<file path="config.mk">
export PLATFORM = sky130hd
export DESIGN_NAME = mem_port_xbar
export DESIGN_NICKNAME = d
export VERILOG_FILES = /design/src/rtl/mem_port_xbar_pkg.sv /design/src/rtl/mem_port_xbar_ctrl.sv /design/src/rtl/mem_port_xbar_dp.sv /design/src/rtl/mem_port_xbar.sv
export SDC_FILE = /design/constraint.sdc
export NUM_CORES = 1
export LEC_CHECK = 0
export ABC_CLOCK_PERIOD_IN_PS = 5400
export BUFFER_PORTS_ARGS = -buffer_cell sky130_fd_sc_hd__buf_2
export CAP_MARGIN = 20
export CORE_UTILIZATION = 41
export CTS_CLUSTER_DIAMETER = 80
export DETAILED_ROUTE_END_ITERATION = 6
export GPL_TIMING_DRIVEN = 0
export PLACE_DENSITY_LB_ADDON = 0.2
export SLEW_MARGIN = 10
export SYNTH_ARGS = -nofsm -noshare
export SYNTH_HDL_FRONTEND = slang
export SYNTH_SLANG_ARGS = --single-unit
</file>
<file path="constraint.sdc">
create_clock -name clk -period 5.4 [get_ports clk]
set_input_delay 0.27 -clock clk [delete_from_list [all_inputs] [get_ports clk]]
set_output_delay 0.27 -clock clk [all_outputs]
set_load 0.005 [all_outputs]
</file>
<file path="src/rtl/mem_port_xbar_pkg.sv">
package mem_port_xbar_pkg;

  typedef enum logic [1:0] {
    MODE_STRAIGHT = 2'd0,
    MODE_SHARE_P0 = 2'd1,
    MODE_SWAP     = 2'd2,
    MODE_SHARE_P1 = 2'd3
  } xbarMode_e;

  // strobes from control to datapath
  typedef struct packed {
    xbarMode_e  mode;
    logic [1:0] grant;
  } xbarCtl_t;

  // bit 0 of the mode marks the shared variants, bit 1 names the shared port
  function automatic logic isShared(xbarMode_e m);
    return m[0];
  endfunction

  function automatic logic sharedPort(xbarMode_e m);
    return m[1];
  endfunction

endpackage

</file>
<file path="src/rtl/mem_port_xbar_ctrl.sv">
module mem_port_xbar_ctrl
  import mem_port_xbar_pkg::*;
#(
  parameter int GAP_W = 8
) (
  input  logic             clk,
  input  logic             rstN,
  input  logic [1:0]       cfgMode,
  input  logic [GAP_W-1:0] cfgGap,
  input  logic [1:0]       req,
  output xbarCtl_t         ctl
);

  typedef enum logic [1:0] {ARB_IDLE, ARB_BUSY, ARB_GAP} arbState_e;

  xbarMode_e        modeQ;
  logic [1:0]       grantQ;
  arbState_e        stateQ;
  logic             ownerQ;
  logic             prioQ;
  logic [GAP_W-1:0] cntQ;

  logic modeLoad;
  logic pickHi;

  assign modeLoad = (grantQ == 2'b00) && (cfgMode != modeQ);
  // controller 1 wins if alone, or on a tie when it holds priority
  assign pickHi   = req[1] & (~req[0] | prioQ);

  always_ff @(posedge clk or negedge rstN) begin
    if (!rstN) begin
      modeQ  <= MODE_STRAIGHT;
      grantQ <= 2'b00;
      stateQ <= ARB_IDLE;
      ownerQ <= 1'b0;
      prioQ  <= 1'b0;
      cntQ   <= '0;
    end else if (modeLoad) begin
      modeQ  <= xbarMode_e'(cfgMode);
      stateQ <= ARB_IDLE;
    end else if (!isShared(modeQ)) begin
      grantQ <= req;
      stateQ <= ARB_IDLE;
    end else begin
      unique case (stateQ)
        ARB_IDLE: begin
          if (|req) begin
            grantQ <= pickHi ? 2'b10 : 2'b01;
            ownerQ <= pickHi;
            stateQ <= ARB_BUSY;
          end
        end
        ARB_BUSY: begin
          if (!req[ownerQ]) begin
            grantQ <= 2'b00;
            prioQ  <= ~ownerQ;
            if (cfgGap == '0) begin
              stateQ <= ARB_IDLE;
            end else begin
              cntQ   <= cfgGap;
              stateQ <= ARB_GAP;
            end
          end
        end
        ARB_GAP: begin
          if (cntQ <= 1) stateQ <= ARB_IDLE;
          else           cntQ   <= cntQ - 1'b1;
        end
        default: stateQ <= ARB_IDLE;
      endcase
    end
  end

  assign ctl.mode  = modeQ;
  assign ctl.grant = grantQ;

  // ---------------- checks ----------------
  logic [GAP_W:0] idleCnt;
  logic           seenFall;

  always_ff @(posedge clk or negedge rstN) begin
    if (!rstN) begin
      idleCnt  <= '0;
      seenFall <= 1'b0;
    end else begin
      if (grantQ != 2'b00) begin
        idleCnt <= '0;
      end else if (idleCnt != '1) begin
        idleCnt <= idleCnt + 1'b1;
      end
      if (modeLoad) seenFall <= 1'b0;
      else if (grantQ != 2'b00 && isShared(modeQ)) seenFall <= 1'b1;
    end
  end

  a_r7_single_grant: assert property (@(posedge clk) disable iff (!rstN)
    isShared(modeQ) |-> $onehot0(grantQ));

  a_r7_grant_held: assert property (@(posedge clk) disable iff (!rstN)
    (isShared(modeQ) && grantQ[0] && req[0]) |=> grantQ[0]);

  a_r11_mode_frozen: assert property (@(posedge clk) disable iff (!rstN)
    (grantQ != 2'b00) |=> (modeQ == $past(modeQ)));

  a_r9_gap_kept: assert property (@(posedge clk) disable iff (!rstN)
    ($rose(|grantQ) && isShared(modeQ) && $past(seenFall))
      |-> ($past(idleCnt) >= {1'b0, $past(cfgGap)}));

  a_r12_follow_req: assert property (@(posedge clk) disable iff (!rstN)
    (!isShared(modeQ) && !modeLoad && cfgMode == modeQ) |=> (grantQ == $past(req)));

endmodule

</file>
<file path="src/rtl/mem_port_xbar_dp.sv">
module mem_port_xbar_dp
  import mem_port_xbar_pkg::*;
#(
  parameter int DATA_W = 8
) (
  input  logic                clk,
  input  logic                rstN,
  input  xbarCtl_t            ctl,
  input  logic [1:0]          cfgCsSel,
  input  logic [1:0]          ctlSclk,
  input  logic [1:0]          ctlCsN,
  input  logic [2*DATA_W-1:0] ctlDout,
  input  logic [2*DATA_W-1:0] ctlDoutEn,
  output logic [2*DATA_W-1:0] ctlDin,
  output logic [1:0]          portSclk,
  output logic [3:0]          portCsN,
  output logic [2*DATA_W-1:0] portDout,
  output logic [2*DATA_W-1:0] portOe,
  input  logic [2*DATA_W-1:0] portDin
);

  // port side: which controller (if any) drives each port
  for (genvar p = 0; p < 2; p++) begin : g_port
    logic srcValid;
    logic srcIdx;

    always_comb begin
      unique case (ctl.mode)
        MODE_STRAIGHT: begin srcValid = 1'b1; srcIdx = 1'(p);  end
        MODE_SWAP:     begin srcValid = 1'b1; srcIdx = ~1'(p); end
        default: begin
          srcValid = (sharedPort(ctl.mode) == 1'(p)) && (ctl.grant != 2'b00);
          srcIdx   = ctl.grant[1];
        end
      endcase
    end

    always_comb begin
      if (srcValid) begin
        portSclk[p]                = ctlSclk[srcIdx];
        portDout[p*DATA_W +: DATA_W] = ctlDout[srcIdx*DATA_W +: DATA_W];
        portOe[p*DATA_W +: DATA_W]   = ctlDoutEn[srcIdx*DATA_W +: DATA_W];
        portCsN[2*p]               = cfgCsSel[srcIdx] ? 1'b1 : ctlCsN[srcIdx];
        portCsN[2*p+1]             = cfgCsSel[srcIdx] ? ctlCsN[srcIdx] : 1'b1;
      end else begin
        portSclk[p]                = 1'b0;
        portDout[p*DATA_W +: DATA_W] = '0;
        portOe[p*DATA_W +: DATA_W]   = '0;
        portCsN[2*p]               = 1'b1;
        portCsN[2*p+1]             = 1'b1;
      end
    end

    a_r3_r4_idle_port: assert property (@(posedge clk) disable iff (!rstN)
      (isShared(ctl.mode) && sharedPort(ctl.mode) != 1'(p))
        |-> (portOe[p*DATA_W +: DATA_W] == '0 && portCsN[2*p +: 2] == 2'b11));
  end

  // controller side: which port each controller reads
  for (genvar c = 0; c < 2; c++) begin : g_ctl
    logic dstValid;
    logic dstIdx;

    always_comb begin
      unique case (ctl.mode)
        MODE_STRAIGHT: begin dstValid = 1'b1; dstIdx = 1'(c);  end
        MODE_SWAP:     begin dstValid = 1'b1; dstIdx = ~1'(c); end
        default: begin
          dstValid = ctl.grant[c];
          dstIdx   = sharedPort(ctl.mode);
        end
      endcase
    end

    assign ctlDin[c*DATA_W +: DATA_W] = dstValid ? portDin[dstIdx*DATA_W +: DATA_W] : '0;

    a_r10_quiet_loser: assert property (@(posedge clk) disable iff (!rstN)
      (isShared(ctl.mode) && !ctl.grant[c]) |-> (ctlDin[c*DATA_W +: DATA_W] == '0));
  end

endmodule

</file>
<file path="src/rtl/mem_port_xbar.sv">
module mem_port_xbar
  import mem_port_xbar_pkg::*;
#(
  parameter int DATA_W = 8,
  parameter int GAP_W  = 8
) (
  input  logic                clk,
  input  logic                rstN,
  input  logic [1:0]          cfgMode,
  input  logic [1:0]          cfgCsSel,
  input  logic [GAP_W-1:0]    cfgGap,
  input  logic [1:0]          ctlReq,
  output logic [1:0]          ctlGrant,
  input  logic [1:0]          ctlSclk,
  input  logic [1:0]          ctlCsN,
  input  logic [2*DATA_W-1:0] ctlDout,
  input  logic [2*DATA_W-1:0] ctlDoutEn,
  output logic [2*DATA_W-1:0] ctlDin,
  output logic [1:0]          portSclk,
  output logic [3:0]          portCsN,
  output logic [2*DATA_W-1:0] portDout,
  output logic [2*DATA_W-1:0] portOe,
  input  logic [2*DATA_W-1:0] portDin
);

  xbarCtl_t ctl;

  mem_port_xbar_ctrl #(.GAP_W(GAP_W)) u_ctrl (
    .clk     (clk),
    .rstN    (rstN),
    .cfgMode (cfgMode),
    .cfgGap  (cfgGap),
    .req     (ctlReq),
    .ctl     (ctl)
  );

  mem_port_xbar_dp #(.DATA_W(DATA_W)) u_dp (
    .clk       (clk),
    .rstN      (rstN),
    .ctl       (ctl),
    .cfgCsSel  (cfgCsSel),
    .ctlSclk   (ctlSclk),
    .ctlCsN    (ctlCsN),
    .ctlDout   (ctlDout),
    .ctlDoutEn (ctlDoutEn),
    .ctlDin    (ctlDin),
    .portSclk  (portSclk),
    .portCsN   (portCsN),
    .portDout  (portDout),
    .portOe    (portOe),
    .portDin   (portDin)
  );

  assign ctlGrant = ctl.grant;

endmodule

</file>
* After elaboration in Yosys (flattened, before gate mapping)
Index checks and enable logic that the tools add are counted.
** Word-level totals
- Register bits after elaboration :: 16
- Output and inout port bits :: 56
** Operators by class
- Add/subtract/negate cells :: 1
- Order comparisons :: 4
- Eq/ne operators :: 13
- Shift operators :: 6
- Multiplexer cells :: 52
- Bitwise operators :: 7
- Reduce and logical (&&, ||, !) cells :: 16
** Operators with widths (number)
- 16-bit by 5-bit indexed part select with 8-bit output :: 6
- 8-bit 2-to-1 mux :: 9
- 1-bit 2-to-1 mux :: 24
- 2-bit 2-to-1 mux :: 12
- 8-bit one-hot mux with 2 select lines :: 1
- 4-bit != test, second input constant :: 3
- 4-bit AND reduction :: 3
- 3-bit != test, second input constant :: 3
- 8-bit by 1-bit less-or-equal comparator with 1-bit output, second input constant :: 1
- 8-bit logical NOT :: 1
- 1-bit one-hot mux with 2 select lines :: 4
- 8-bit by 1-bit subtractor with 8-bit output, second input constant :: 1
- 2-bit logical NOT :: 3
- 1-bit by 2-bit < comparator with 1-bit output, second input constant :: 3
- 2-bit != test, second input constant :: 3
- 2-bit one-hot mux with 3 select lines :: 1
- 6-bit AND reduction :: 1
- 1-bit NOT :: 5
- 2-bit equality test, second input constant :: 2
- 2-bit one-hot mux with 2 select lines :: 1
- 2-bit nonzero test :: 2
- 2-bit OR reduction :: 2
- 1-bit logical AND :: 3
- 3-bit AND reduction :: 1
- other kinds (4) :: 4

* Logic depth before layout (Yosys ltp)
Gate-level depths: netlist of the first run.
- Depth in word-level cells :: 7
- Depth in mapped cells :: 8
- Depth with buffers taken out :: 7

* Hierarchy
From an unflattened synthesis of the first run, not the netlist that was laid out.
** Second synthesis, totals
- Cells, all modules :: 289
- Area total of the unflattened synthesis :: 2047.0 µm²
** Modules (own cells, without submodules)
- mem_port_xbar_ctrl :: times used 1, cells each 116, area an instance 1054.8 µm²
- mem_port_xbar_dp :: times used 1, cells each 173, area an instance 992.2 µm²

* Worst setup path after synthesis of the first run
No wires, ideal clock.
- Path kind :: register to output
- Start point :: register u_ctrl.modeQ[0]
- End point :: output ctlDin[6]
- Arrival :: 1.726 ns
- Required time :: 5.130 ns
- Path slack :: 3.404 ns
- Stages on the path, launching flop included :: 9
- Cell sequence :: dfrtp_1 -> buf_6 -> inv_1 -> ha_1 -> buf_2 -> buf_2 -> o32ai_1 -> a222oi_1 -> inv_1
** On the way
- Cells in the longest elaborated chain, start to end :: 4
** Ends and longest elaborated chain
- from (decl) :: line mem_port_xbar_ctrl.sv:16 : xbarMode_e modeQ;
- from (signal assigned) :: line mem_port_xbar_ctrl.sv:39 : modeQ <= xbarMode_e'(cfgMode);
- 2-bit equality test or 2-bit logical NOT (tied branches) :: line mem_port_xbar_dp.sv:65 : unique case (ctl.mode)
- 1-bit one-hot mux with 2 select lines or 2-bit OR reduction (tied branches)
- 16-bit by 5-bit indexed part select with 8-bit output or 1-bit 2-to-1 mux (tied branches) :: line mem_port_xbar_dp.sv:75, mem_port_xbar_dp.sv:65
- 8-bit 2-to-1 mux * :: line mem_port_xbar_dp.sv:75 : assign ctlDin[c*DATA_W +: DATA_W] = dstValid ? portDin[dstIdx*DATA_W +: DATA_W] : '0;
- to (decl) :: line mem_port_xbar.sv:18 : output logic [2*DATA_W-1:0] ctlDin,
Every way passes the cells marked *; elsewhere a longest branch is shown, timed or not.

* Worst setup path after layout of the first run
- Start point :: register u_ctrl.modeQ[1]
- End point :: output ctlDin[14]
The elaborated chain is that of the path after synthesis.

==> results.py, run 1 <==
metrics = {
    "run_status": {
        "status": "complete, no violations",
    },
    "global_routing": {
        "grt_pass1_wl_mm": 10.5,
        "antenna_found_initial": 0,
        "grt_pass1_vias": 2405,
        "grt-ovfl-total": 0,
        "grt_max_degree": 17,
        "track_usage_pct": 23.4,
    },
    "yosys": {
        "synth.area.mux_share_pct": 5.99,
        "synth_area_um2": 2130,
        "async_flop_share_pct": 100,
        "synthXorXnorAreaFrac_pct": 0.411,
        "yosys_warnings": 0,
        "seq_area_frac_synth_pct": 18.8,
        "synth_compound_area_share_pct": 34.3,
        "synthAdderAreaFrac_pct": 4.11,
        "synth_cell_types": 48,
        "yosys.area_share.simple_pct": 27.0,
        "avgSynthCellArea_um2": 6.63,
        "syn_nets": 396,
        "synth-edff-count": 0,
        "synth_top_family_by_area": "compound AO/OA/AOI/OAI gates",
        "synthFlopType": "dfrtp_1",
        "synthesis.instances": 321,
        "synth_seq_cells": 16,
    },
    "power_and_ir_drop": {
        "pwr-share-comb_pct": 81.4,
        "seq_power_share_pct": 12.7,
        "vdd_drop_max_mv": 0.316,
        "p_int_w": 0.000872,
        "swShare_pct": 52.0,
        "netSwitchingPower_w": 0.000943,
        "power_density_nw_per_um2": 627,
        "p_leak_nw": 1.54,
        "clkPwrFrac_pct": 5.9,
    },
    "sta": {
        "final-setup-viol-count": 0,
        "rsz0062_at_grt": "no",
        "min_period_over_period_pct": 51.2,
        "finalSetupTns_ns": 0,
        "hold_viol_final": 0,
        "slew_violations": 0,
        "worstMarginPinSlew_ns": 0.888,
        "fmax_mhz": 362,
        "max_slew_margin_pct": 40.3,
        "skew_ns": 0.00298,
        "fin_crit_ns": 2.76,
        "worst_slack_ns": 2.64,
    },
    "critical_path": {
        "path_buf_inv": 3,
        "crit_chain": "clkinv_1 > ha_1 > clkbuf_1 > nor3_1 > nor2_1 > buf_2",
        "required_ns": 5.13,
        "cp-end-kind": "primary output",
        "cp-start-kind": "flop",
        "worst_path_largest_cell_delay_ns": 0.73,
        "worstPathArrival_ns": 2.49,
        "slowest_stage": "nor3_1",
        "critPathKind": "flop to primary output",
        "crit_family": "simple AND/OR/NAND/NOR gates",
        "crit_path_max_fanout": 10,
    },
    "layout": {
        "fin_util_pct": 59.7,
        "drive_above_1_share_pct": 34.5,
        "layout_commonest_cell": "buf_2",
        "fillerInstances": 468,
        "nNetsFinal": 525,
        "layout_common_cells": "133 x buf_2, 89 x nand2_1, 44 x a21oi_1, 24 x nor2_1, 23 x inv_1",
        "n_antenna_cell": 0,
        "area_growth_pct": 35.9,
        "final_area_um2": 2890,
    },
    "die": {
        "core_area_um2": 4850,
        "start_util_pct": 43.9,
        "die_w_um": 74.1,
        "die_height_um": 74.1,
        "io_pins": 124,
        "rows": 25,
        "die-area_um2": 5490,
    },
    "clocking": {
        "cts_resized": 0,
        "clock_tree.root_cell": "clkbuf_8",
        "ctsHoldBuffers": 1,
        "clock_latency_ns": 0.25,
        "cts_made_buffers": 3,
        "cts_max_level": 1,
        "cts_tree": "built",
        "post_cts_buffers": 0,
        "clockBufferDepth": 2,
        "clock-sinks": 16,
        "clk_pin_slew_ns": 0.06,
    },
    "run": {
        "maxCapViolCount": 0,
    },
    "detailed_routing": {
        "drtAntennaViolNets": 0,
        "first_iter_violations": 127,
        "vias_per_cell": 5.34,
        "wl_per_cell_um": 12.9,
        "route.detailed.drc": 0,
        "wl_mm": 6.64,
        "dr.pass1.iters": 7,
        "vias": 2758,
    },
    "placement": {
        "dp_slack_ns": 2.90,
        "dp_hpwl_mm": 5.16,
        "place_congestion": 0.862,
        "port_buffers": 123,
        "placed_area_um2": 2830,
    },
    "hold_path": {
        "hold_path.class": "primary input to flop",
    },
}
[flip-flops by register name, summed over array words and instances (netlist names)]
signal and flops:
u_ctrl.prioQ 1, u_ctrl.modeQ 2, u_ctrl.ownerQ 1, u_ctrl.stateQ 2, u_ctrl.grantQ 2, u_ctrl.cntQ 8
[layer usage]
metal | track usage, % | vias to the layer above | part of all wire, %
li1 | - | 1381 | -
met1 | 30.6 | 1258 | 45
met2 | 41.7 | 113 | 48
met3 | 2.57 | 6 | 6.6
met4 | 4.70 | 0 | 0.62
met5 | 0 | - | 0
[through the flow]
step           hold WS [ns]  total power [W]  cells
2_1_floorplan       -0.0256          0.00118    321
3_3_place_gp          0.204          0.00168    511
3_5_place_dp          0.208          0.00170    511
4_1_cts               0.269          0.00182    516
5_1_grt               0.293          0.00202    516
6_report              0.275          0.00181    516
[layout make-up]
type	count	area (um2)	area share [%]
Tap cell	67	83.8	2.90
Timing Repair Buffer	124	626	21.6
Clock buffer	4	55.1	1.90
Inverter	25	93.8	3.24
Buffer	19	106	3.67
Multi-Input combinational cell	261	1530	52.8
Sequential cell	16	400	13.8
[worst reg2reg max path, cell delays in order, from the launching register on]
cell and delay, ns:
dfrtp_1 0.40, inv_1 0.09, ha_1 0.24, or2_2 0.33, nand4_1 0.11, o2111ai_2 0.24, buf_6 0.22, o21ai_0 0.15
o21ai_0 0.09
[final timing paths]
kind,start,end,slack (ns),depth (start not counted)
setup / recovery,u_ctrl.modeQ[1]$_DFFE_PN0N_,ctlDin[14],2.64,6
hold / removal,cfgMode[1],u_ctrl.modeQ[1]$_DFFE_PN0N_,0.28,3
setup reg to reg,u_ctrl.cntQ[0]$_DFFE_PN0P_,u_ctrl.cntQ[3]$_DFFE_PN0P_,3.41,8
hold reg to reg,u_ctrl.prioQ$_DFFE_PN0P_,u_ctrl.prioQ$_DFFE_PN0P_,0.51,2
max in group asynchronous,rstN,u_ctrl.modeQ[0]$_DFFE_PN0N_,4.68,2
min in group asynchronous,rstN,u_ctrl.cntQ[3]$_DFFE_PN0P_,0.46,2
[power groups by stage]
stage	Combinational (W)	Clock [W]	Sequential, W
after CTS	0.00148	0.000109	0.000230
after global routing	0.00166	0.000113	0.000241
after floorplan	0.000964	0	0.000218
after global placement	0.00145	0	0.000230
after detailed placement	0.00147	0	0.000232
final	0.00148	0.000106	0.000231
[Yosys cell counts (2+ instances only)]
library cell  instances  share of area [%]
nor4_1                3               0.88
a21oi_1              44                 10
dfrtp_1              16                 19
o21bai_1              4                1.4
buf_2                10                2.4
nor3_1                6                1.4
a21boi_2              2                1.1
a222oi_1              7                3.3
o32ai_1               7                2.9
buf_4                 2               0.70
nor2_1               24                4.2
o22ai_1               2               0.59
buf_6                 2                1.1
nor3b_1               2               0.70
nand3_1               3               0.70
nand2b_1              2               0.59
o21ai_2               3                1.2
ha_1                  7                4.1
clkbuf_1              5               0.88
inv_1                23                4.1
a211oi_4              2                1.9
mux2_1                2                1.1
clkinv_1              2               0.35
o21ai_0              21                4.9
nand2_1              89                 16
mux2i_1               9                4.2
[cells by family after synthesis]
group,count (synthesis)
AOI/OAI and AO/OA,105
xor gates and xnor gates,1
muxes,12
buffers and inverters,44
adders and majority gates,7
and+or+nand+nor,136
DFF,16
No activity file was read; power rests on OpenSTA's default activity.
==> run 2, diff against run 1 <==
--- a/config.mk
+++ b/config.mk
@@ -5,7 +5,8 @@
 export SDC_FILE = /design/constraint.sdc
 export NUM_CORES = 1
 export LEC_CHECK = 0
-export ABC_CLOCK_PERIOD_IN_PS = 5400
+export ABC_AREA = 1
+export ABC_CLOCK_PERIOD_IN_PS = 2600
 export BUFFER_PORTS_ARGS = -buffer_cell sky130_fd_sc_hd__buf_2
 export CAP_MARGIN = 20
 export CORE_UTILIZATION = 41
==> constraint.sdc (replaced) <==
create_clock -name clk -period 2.6 [get_ports clk]
set_input_delay 0.13 -clock clk [delete_from_list [all_inputs] [get_ports clk]]
set_output_delay 0.13 -clock clk [all_outputs]
set_load 0.005 [all_outputs]
==> run 2 against run 1 <==
Die area grew 0.97%. Synthesized cell count grew 23%. Non-clock buffer count shrank 2. Utilization shrank 0.23 points. Wire length shrank 3.1%. Largest power group unchanged.
==> results.py, run 2 <==
metrics = {
    "die": {
        "io_pins": 124,
        "die_height_um": 74.4,
        "die_w_um": 74.4,
        "rows": 25,
        "die-area_um2": 5540,
        "core_area_um2": 4880,
        "start_util_pct": 44.1,
    },
    "clocking": {
        "clk_pin_slew_ns": 0.06,
        "clock_tree.root_cell": "clkbuf_8",
        "cts_resized": 0,
        "clockBufferDepth": 2,
        "post_cts_buffers": 0,
        "cts_made_buffers": 3,
        "clock-sinks": 16,
        "cts_tree": "built",
        "clock_latency_ns": 0.25,
        "cts_max_level": 1,
    },
    "yosys": {
        "synth_cell_types": 27,
        "yosys_warnings": 0,
        "syn_nets": 471,
        "synth_top_area_share_pct": 18.6,
        "ys_top_cells_by_area": "dfrtp_1 19%, nand2_1 18%, nor2_1 15%",
        "synth-edff-count": 0,
        "synthFlopType": "dfrtp_1",
        "async_flop_share_pct": 100,
        "synth_seq_cells": 16,
        "synth_most_common_cell": "nand2_1",
        "synthTopCellsByCount": "102 x nand2_1, 88 x nor2_1, 42 x inv_1, 32 x nor3_1, 28 x o21ai_0",
        "synthesis.instances": 396,
        "avgSynthCellArea_um2": 5.43,
        "yosys.area.top_type": "dfrtp_1",
        "synth_area_um2": 2150,
        "seq_area_frac_synth_pct": 18.6,
    },
    "sta": {
        "fin_crit_ns": 2.20,
        "max_slew_margin_pct": 72.3,
        "worstMarginPinSlew_ns": 0.415,
        "hold_viol_final": 0,
        "min_period_over_period_pct": 84.6,
        "rsz0062_at_grt": "no",
        "finalSetupTns_ns": 0,
        "skew_ns": 0.00376,
        "slew_violations": 0,
        "fmax_mhz": 454,
        "final-setup-viol-count": 0,
    },
    "global_routing": {
        "grt_max_degree": 17,
        "grt_pass1_vias": 2491,
        "grt_pass1_wl_mm": 10.2,
        "antenna_found_initial": 0,
        "track_usage_pct": 22.6,
        "grt-ovfl-total": 0,
    },
    "critical_path": {
        "slowest_stage": "dfrtp_1",
        "cp-start-kind": "flop",
        "critPathKind": "flop to primary output",
        "crit_path_max_fanout": 10,
        "worst_path_largest_cell_delay_ns": 0.41,
        "required_ns": 2.47,
        "worstSetupStartpoint": "u_ctrl.modeQ[1]$_DFFE_PN0N_",
        "rr_startpoint": "u_ctrl.cntQ[0]$_DFFE_PN0P_",
        "crit_family": "buffers and inverters",
        "timing.critical_path.to": "portDout[6]",
        "cp-end-kind": "primary output",
        "r2r_cells": 9,
        "path_buf_inv": 5,
        "crit_chain": "inv_2 > ha_1 > nor2_1 > inv_1 > buf_2 > nor2_2 > buf_4 > nor3_1 > buf_2",
        "path_depth": 9,
        "worstPathArrival_ns": 2.07,
        "worst_r2r_endpoint": "u_ctrl.cntQ[7]$_DFFE_PN0P_",
        "reg2reg_setup_slack_ns": 0.94,
        "crit_top_cell": "buf_2",
    },
    "run": {
        "maxCapViolCount": 0,
    },
    "layout": {
        "regMostFlops": "u_ctrl.cntQ",
        "drive_above_1_share_pct": 30.0,
        "area_growth_pct": 34.9,
        "layout_commonest_cell": "buf_2",
        "n_antenna_cell": 0,
        "layout_common_cells": "131 x buf_2, 102 x nand2_1, 88 x nor2_1, 42 x inv_1, 32 x nor3_1",
        "final_area_um2": 2900,
        "fin_cells": 590,
        "largest_register_ffs": 8,
        "nNetsFinal": 600,
    },
    "detailed_routing": {
        "first_iter_violations": 165,
        "vias": 2897,
        "drtAntennaViolNets": 0,
        "vias_per_cell": 4.91,
        "wl_mm": 6.44,
        "route.detailed.drc": 0,
        "dr.pass1.iters": 5,
        "wl_per_cell_um": 10.9,
    },
    "placement": {
        "placed_area_um2": 2850,
        "dp_hpwl_mm": 5.12,
        "dp.cells": 586,
        "place_congestion": 0.985,
        "port_buffers": 123,
    },
    "power_and_ir_drop": {
        "p_leak_nw": 1.71,
        "power_density_nw_per_um2": 1330,
        "vdd_drop_max_mv": 0.737,
    },
    "hold_path": {
        "hold_path.class": "primary input to flop",
    },
    "run_status": {
        "status": "complete, no violations",
    },
}
[run 2: cell count changes after synthesis, moves of 8 or more]
cell and change:
nand3_1 +14, nor3_1 +26, nand2_1 +13, mux2i_1 -9, o22ai_1 +8, inv_1 +19
a21oi_1 -27, nor2_1 +64
[run 2: logic make-up after synthesis]
family,Yosys count,share of synthesized area [%]
buffers and inverters,64,13.4
and+or+nand+nor,250,48.5
AOI/OAI and AO/OA,59,15.4
DFF,16,18.6
adders and majority gates,7,4.07
[run 2: repair_timing]
| action | 4_1_cts | 5_1_grt |
|---|---|---|
| endpoints found under the hold margin | 16 | 0 |
| endpoints found under the setup margin | 0 | 0 |
| hold buffers | 1 | 0 |
[run 2: layer usage]
| layer | global-route usage, % | wire (um) |
|---|---|---|
| met1 | 27.5 | 2770 |
| met2 | 42.5 | 3300 |
| met3 | 2.98 | 356 |
| met4 | 3.77 | 12 |
| met5 | 0 | 0 |
[run 2: report_power, final]
group          total [W]  switching [W]  leakage (nW)  internal, W
clock network   0.000191      0.0000880        0.0216     0.000103
logic            0.00319        0.00187          1.49      0.00132
registers       0.000467       0.000113         0.202     0.000354
total            0.00385        0.00207          1.71      0.00178
[run 2: metrics by stage]
stage | power [W] | setup WS, ns | utilization (%) | hold slack [ns]
after global routing | 0.00430 | 0.195 | 59.5 | 0.175
final | 0.00385 | 0.399 | 59.5 | 0.148
after CTS | 0.00385 | 0.388 | 59.5 | 0.139
after floorplan | 0.00252 | 0.998 | - | -0.166
after detailed placement | 0.00365 | 0.670 | 58.4 | 0.0780
after global placement | 0.00362 | 0.694 | 58.4 | 0.0709
[run 2: worst min-delay path, stage by stage]
cell and delay, ns:
buf_2 0.10, inv_1 0.06, a21oi_1 0.06
[run 2: how the worst min path moves through the flow]
stage	from	endpoint	depth (start not counted)
after floorplan	rstN	u_ctrl.cntQ[0]$_DFFE_PN0P_	0
after global placement	rstN	u_ctrl.prioQ$_DFFE_PN0P_	1
after detailed placement	rstN	u_ctrl.prioQ$_DFFE_PN0P_	1
after CTS	cfgMode[1]	u_ctrl.modeQ[1]$_DFFE_PN0N_	3
after global routing	cfgMode[1]	u_ctrl.modeQ[1]$_DFFE_PN0N_	3
final	cfgMode[1]	u_ctrl.modeQ[1]$_DFFE_PN0N_	3
[run 2: layout make-up]
cell class / count / area (um2)
fill: 516 / 1980
multi-input combinational: 316 / 1460
timing repair buffer: 124 / 626
sequential: 16 / 400
inverter: 47 / 176
buffer: 17 / 111
tap: 67 / 83.8
clock buffer: 3 / 41.3
==> run 3, diff against run 2 <==
--- a/config.mk
+++ b/config.mk
@@ -6,7 +6,7 @@
 export NUM_CORES = 1
 export LEC_CHECK = 0
 export ABC_AREA = 1
-export ABC_CLOCK_PERIOD_IN_PS = 2600
+export ABC_CLOCK_PERIOD_IN_PS = 1900
 export BUFFER_PORTS_ARGS = -buffer_cell sky130_fd_sc_hd__buf_2
 export CAP_MARGIN = 20
 export CORE_UTILIZATION = 41
==> constraint.sdc (replaced) <==
create_clock -name clk -period 1.9 [get_ports clk]
set_input_delay 0.095 -clock clk [delete_from_list [all_inputs] [get_ports clk]]
set_output_delay 0.095 -clock clk [all_outputs]
set_load 0.005 [all_outputs]
==> run 3 against run 2 <==
Setup slack got worse by 0.39 ns. Power rose by 56%. Die area did not move. Non-clock buffer count rose by 10. Global-route usage rose by 0.23 points. Flip-flop and latch count did not move. Cell count rose by 1.7%. Largest cell class unchanged. Sequential power rose by 38%. Critical endpoint is now portDout[7]. Clock skew fell by 0.00083 ns. Largest power group unchanged. Clock power rose by 38%. Critical path depth did not move.
==> results.py, run 3 (same netlist as run 2, synthesis figures left out) <==
metrics = {
    "run_status": {
        "status": "complete, no violations",
    },
    "sta": {
        "max_slew_margin_pct": 74.1,
        "skew_ns": 0.00293,
        "worstMarginPinSlew_ns": 0.389,
        "min_period_over_period_pct": 99.4,
        "holdWs_ns": 0.109,
        "fmax_mhz": 530,
        "fin_crit_ns": 1.89,
        "slew_violations": 0,
        "final-setup-viol-count": 0,
        "finalSetupTns_ns": 0,
        "rsz0062_at_grt": "yes",
        "hold_viol_final": 0,
    },
    "detailed_routing": {
        "vias_per_cell": 4.97,
        "wl_mm": 7.00,
        "route.detailed.drc": 0,
        "first_iter_violations": 163,
        "vias": 2982,
        "wl_per_cell_um": 11.7,
        "drtAntennaViolNets": 0,
        "dr.pass1.iters": 4,
    },
    "clocking": {
        "clock_tree.root_cell": "clkbuf_8",
        "clk_pin_slew_ns": 0.07,
        "clockBufferDepth": 2,
        "cts_tree": "built",
        "clock_latency_ns": 0.25,
        "cts_max_level": 1,
        "cts_made_buffers": 3,
        "clock-sinks": 16,
    },
    "power_and_ir_drop": {
        "p_int_w": 0.00290,
        "vdd_drop_max_mv": 1.04,
        "power_density_nw_per_um2": 1920,
        "p_leak_nw": 1.80,
        "seq_power_share_pct": 10.7,
        "pwr-share-comb_pct": 84.9,
        "swShare_pct": 51.6,
        "clkPwrFrac_pct": 4.4,
        "power_w": 0.00599,
        "netSwitchingPower_w": 0.00309,
    },
    "global_routing": {
        "grt_max_degree": 17,
        "antenna_found_initial": 0,
        "grt-ovfl-total": 0,
        "grt_pass1_wl_mm": 10.3,
        "track_usage_pct": 22.8,
        "grt_pass1_vias": 2542,
    },
    "placement": {
        "placed_area_um2": 2850,
        "place_congestion": 0.985,
        "dp_hpwl_mm": 5.12,
        "port_buffers": 123,
    },
    "critical_path": {
        "reg2reg_setup_slack_ns": 0.25,
        "critPathKind": "flop to primary output",
        "worstPathArrival_ns": 1.79,
        "required_ns": 1.80,
        "cp-start-kind": "flop",
        "r2r_cells": 9,
        "worst_r2r_endpoint": "u_ctrl.cntQ[7]$_DFFE_PN0P_",
        "cp-end-kind": "primary output",
        "rr_startpoint": "u_ctrl.cntQ[0]$_DFFE_PN0P_",
        "crit_path_max_fanout": 5,
    },
    "die": {
        "start_util_pct": 44.1,
        "die_height_um": 74.4,
        "io_pins": 124,
        "die-area_um2": 5540,
        "rows": 25,
        "die_w_um": 74.4,
        "core_area_um2": 4880,
    },
    "layout": {
        "n_antenna_cell": 0,
        "layout_commonest_cell": "buf_2",
        "regMostFlops": "u_ctrl.cntQ",
        "final_area_um2": 3120,
        "area_growth_pct": 45.1,
        "largest_register_ffs": 8,
        "layout_common_cells": "126 x buf_2, 102 x nand2_1, 87 x nor2_1, 41 x inv_1, 27 x o21ai_0",
        "regArea_um2": 402,
        "fillerInstances": 496,
        "nNetsFinal": 610,
        "multi_input_area_um2": 1550,
        "drive_above_1_share_pct": 35.1,
    },
    "hold_path": {
        "hold_path.class": "primary input to flop",
        "hold_end": "u_ctrl.modeQ[1]$_DFFE_PN0N_",
        "min_from": "cfgMode[1]",
        "hold_depth": 3,
    },
    "run": {
        "maxCapViolCount": 0,
    },
}
## run 3: power groups by stage
stage | sequential (W) | combinational (W) | clock, W
global placement | 0.000645 | 0.00431 | 0
floorplan | 0.000605 | 0.00285 | 0
global route | 0.000666 | 0.00568 | 0.000280
detailed placement | 0.000644 | 0.00434 | 0
CTS | 0.000640 | 0.00457 | 0.000267
finish | 0.000643 | 0.00509 | 0.000264
## run 3: final cells by class
| type | count | area share (%) |
|---|---|---|
| multi-input combinational | 316 | 49.7 |
| timing repair buffer | 136 | 23.4 |
| sequential | 16 | 12.9 |
| inverter | 47 | 5.73 |
| buffer | 15 | 4.29 |
| tap | 67 | 2.69 |
| clock buffer | 3 | 1.32 |
## run 3: through the flow
step | worst slack, ns | util [%] | instances
2_1_floorplan | 0.333 | - | 396
3_3_place_gp | 0.0286 | 58.4 | 586
3_5_place_dp | 0.00489 | 58.4 | 586
4_1_cts | 0.0114 | 60.8 | 593
5_1_grt | -0.0683 | 63.9 | 600
6_report | 0.0117 | 63.9 | 600
## run 3: worst max-delay path by stage
stage,startpoint,to,slack (ns),depth (start not counted)
floorplan,u_ctrl.modeQ[1]$_DFFE_PN0N_,portDout[4],0.33,8
global placement,u_ctrl.modeQ[1]$_DFFE_PN0N_,portDout[5],0.03,9
detailed placement,u_ctrl.modeQ[1]$_DFFE_PN0N_,portOe[1],0.005,9
CTS,u_ctrl.modeQ[1]$_DFFE_PN0N_,portCsN[0],0.01,8
global route,u_ctrl.grantQ[0]$_DFFE_PN0P_,portDout[2],-0.07,7
finish,u_ctrl.modeQ[0]$_DFFE_PN0N_,portDout[7],0.01,9
## run 3: routing by layer
metal / global-route usage, % / wire, um / vias to the layer above
met5: 0 / 0 / -
met3: 3.12 / 391 / 10
met2: 42.9 / 3680 / 109
met4: 5.03 / 68 / 0
met1: 27.2 / 2860 / 1330
li1: - / - / 1533
## run 3: critical path, stage by stage, from the launching register on
cell,delay (ns)
dfrtp_1,0.41
inv_2,0.09
ha_2,0.22
nor2_2,0.04
inv_2,0.08
buf_6,0.14
nor2_4,0.06
buf_4,0.17
nor3_2,0.19
buf_2,0.14
## run 3: what timing repair did
action,4_1_cts,5_1_grt
endpoints found under the setup margin,40,41
hold endpoints to repair,16,0
pin swaps,1,4
setup buffers,5,5
hold buffers,1,0
resized for setup,10,29
cloned,0,2
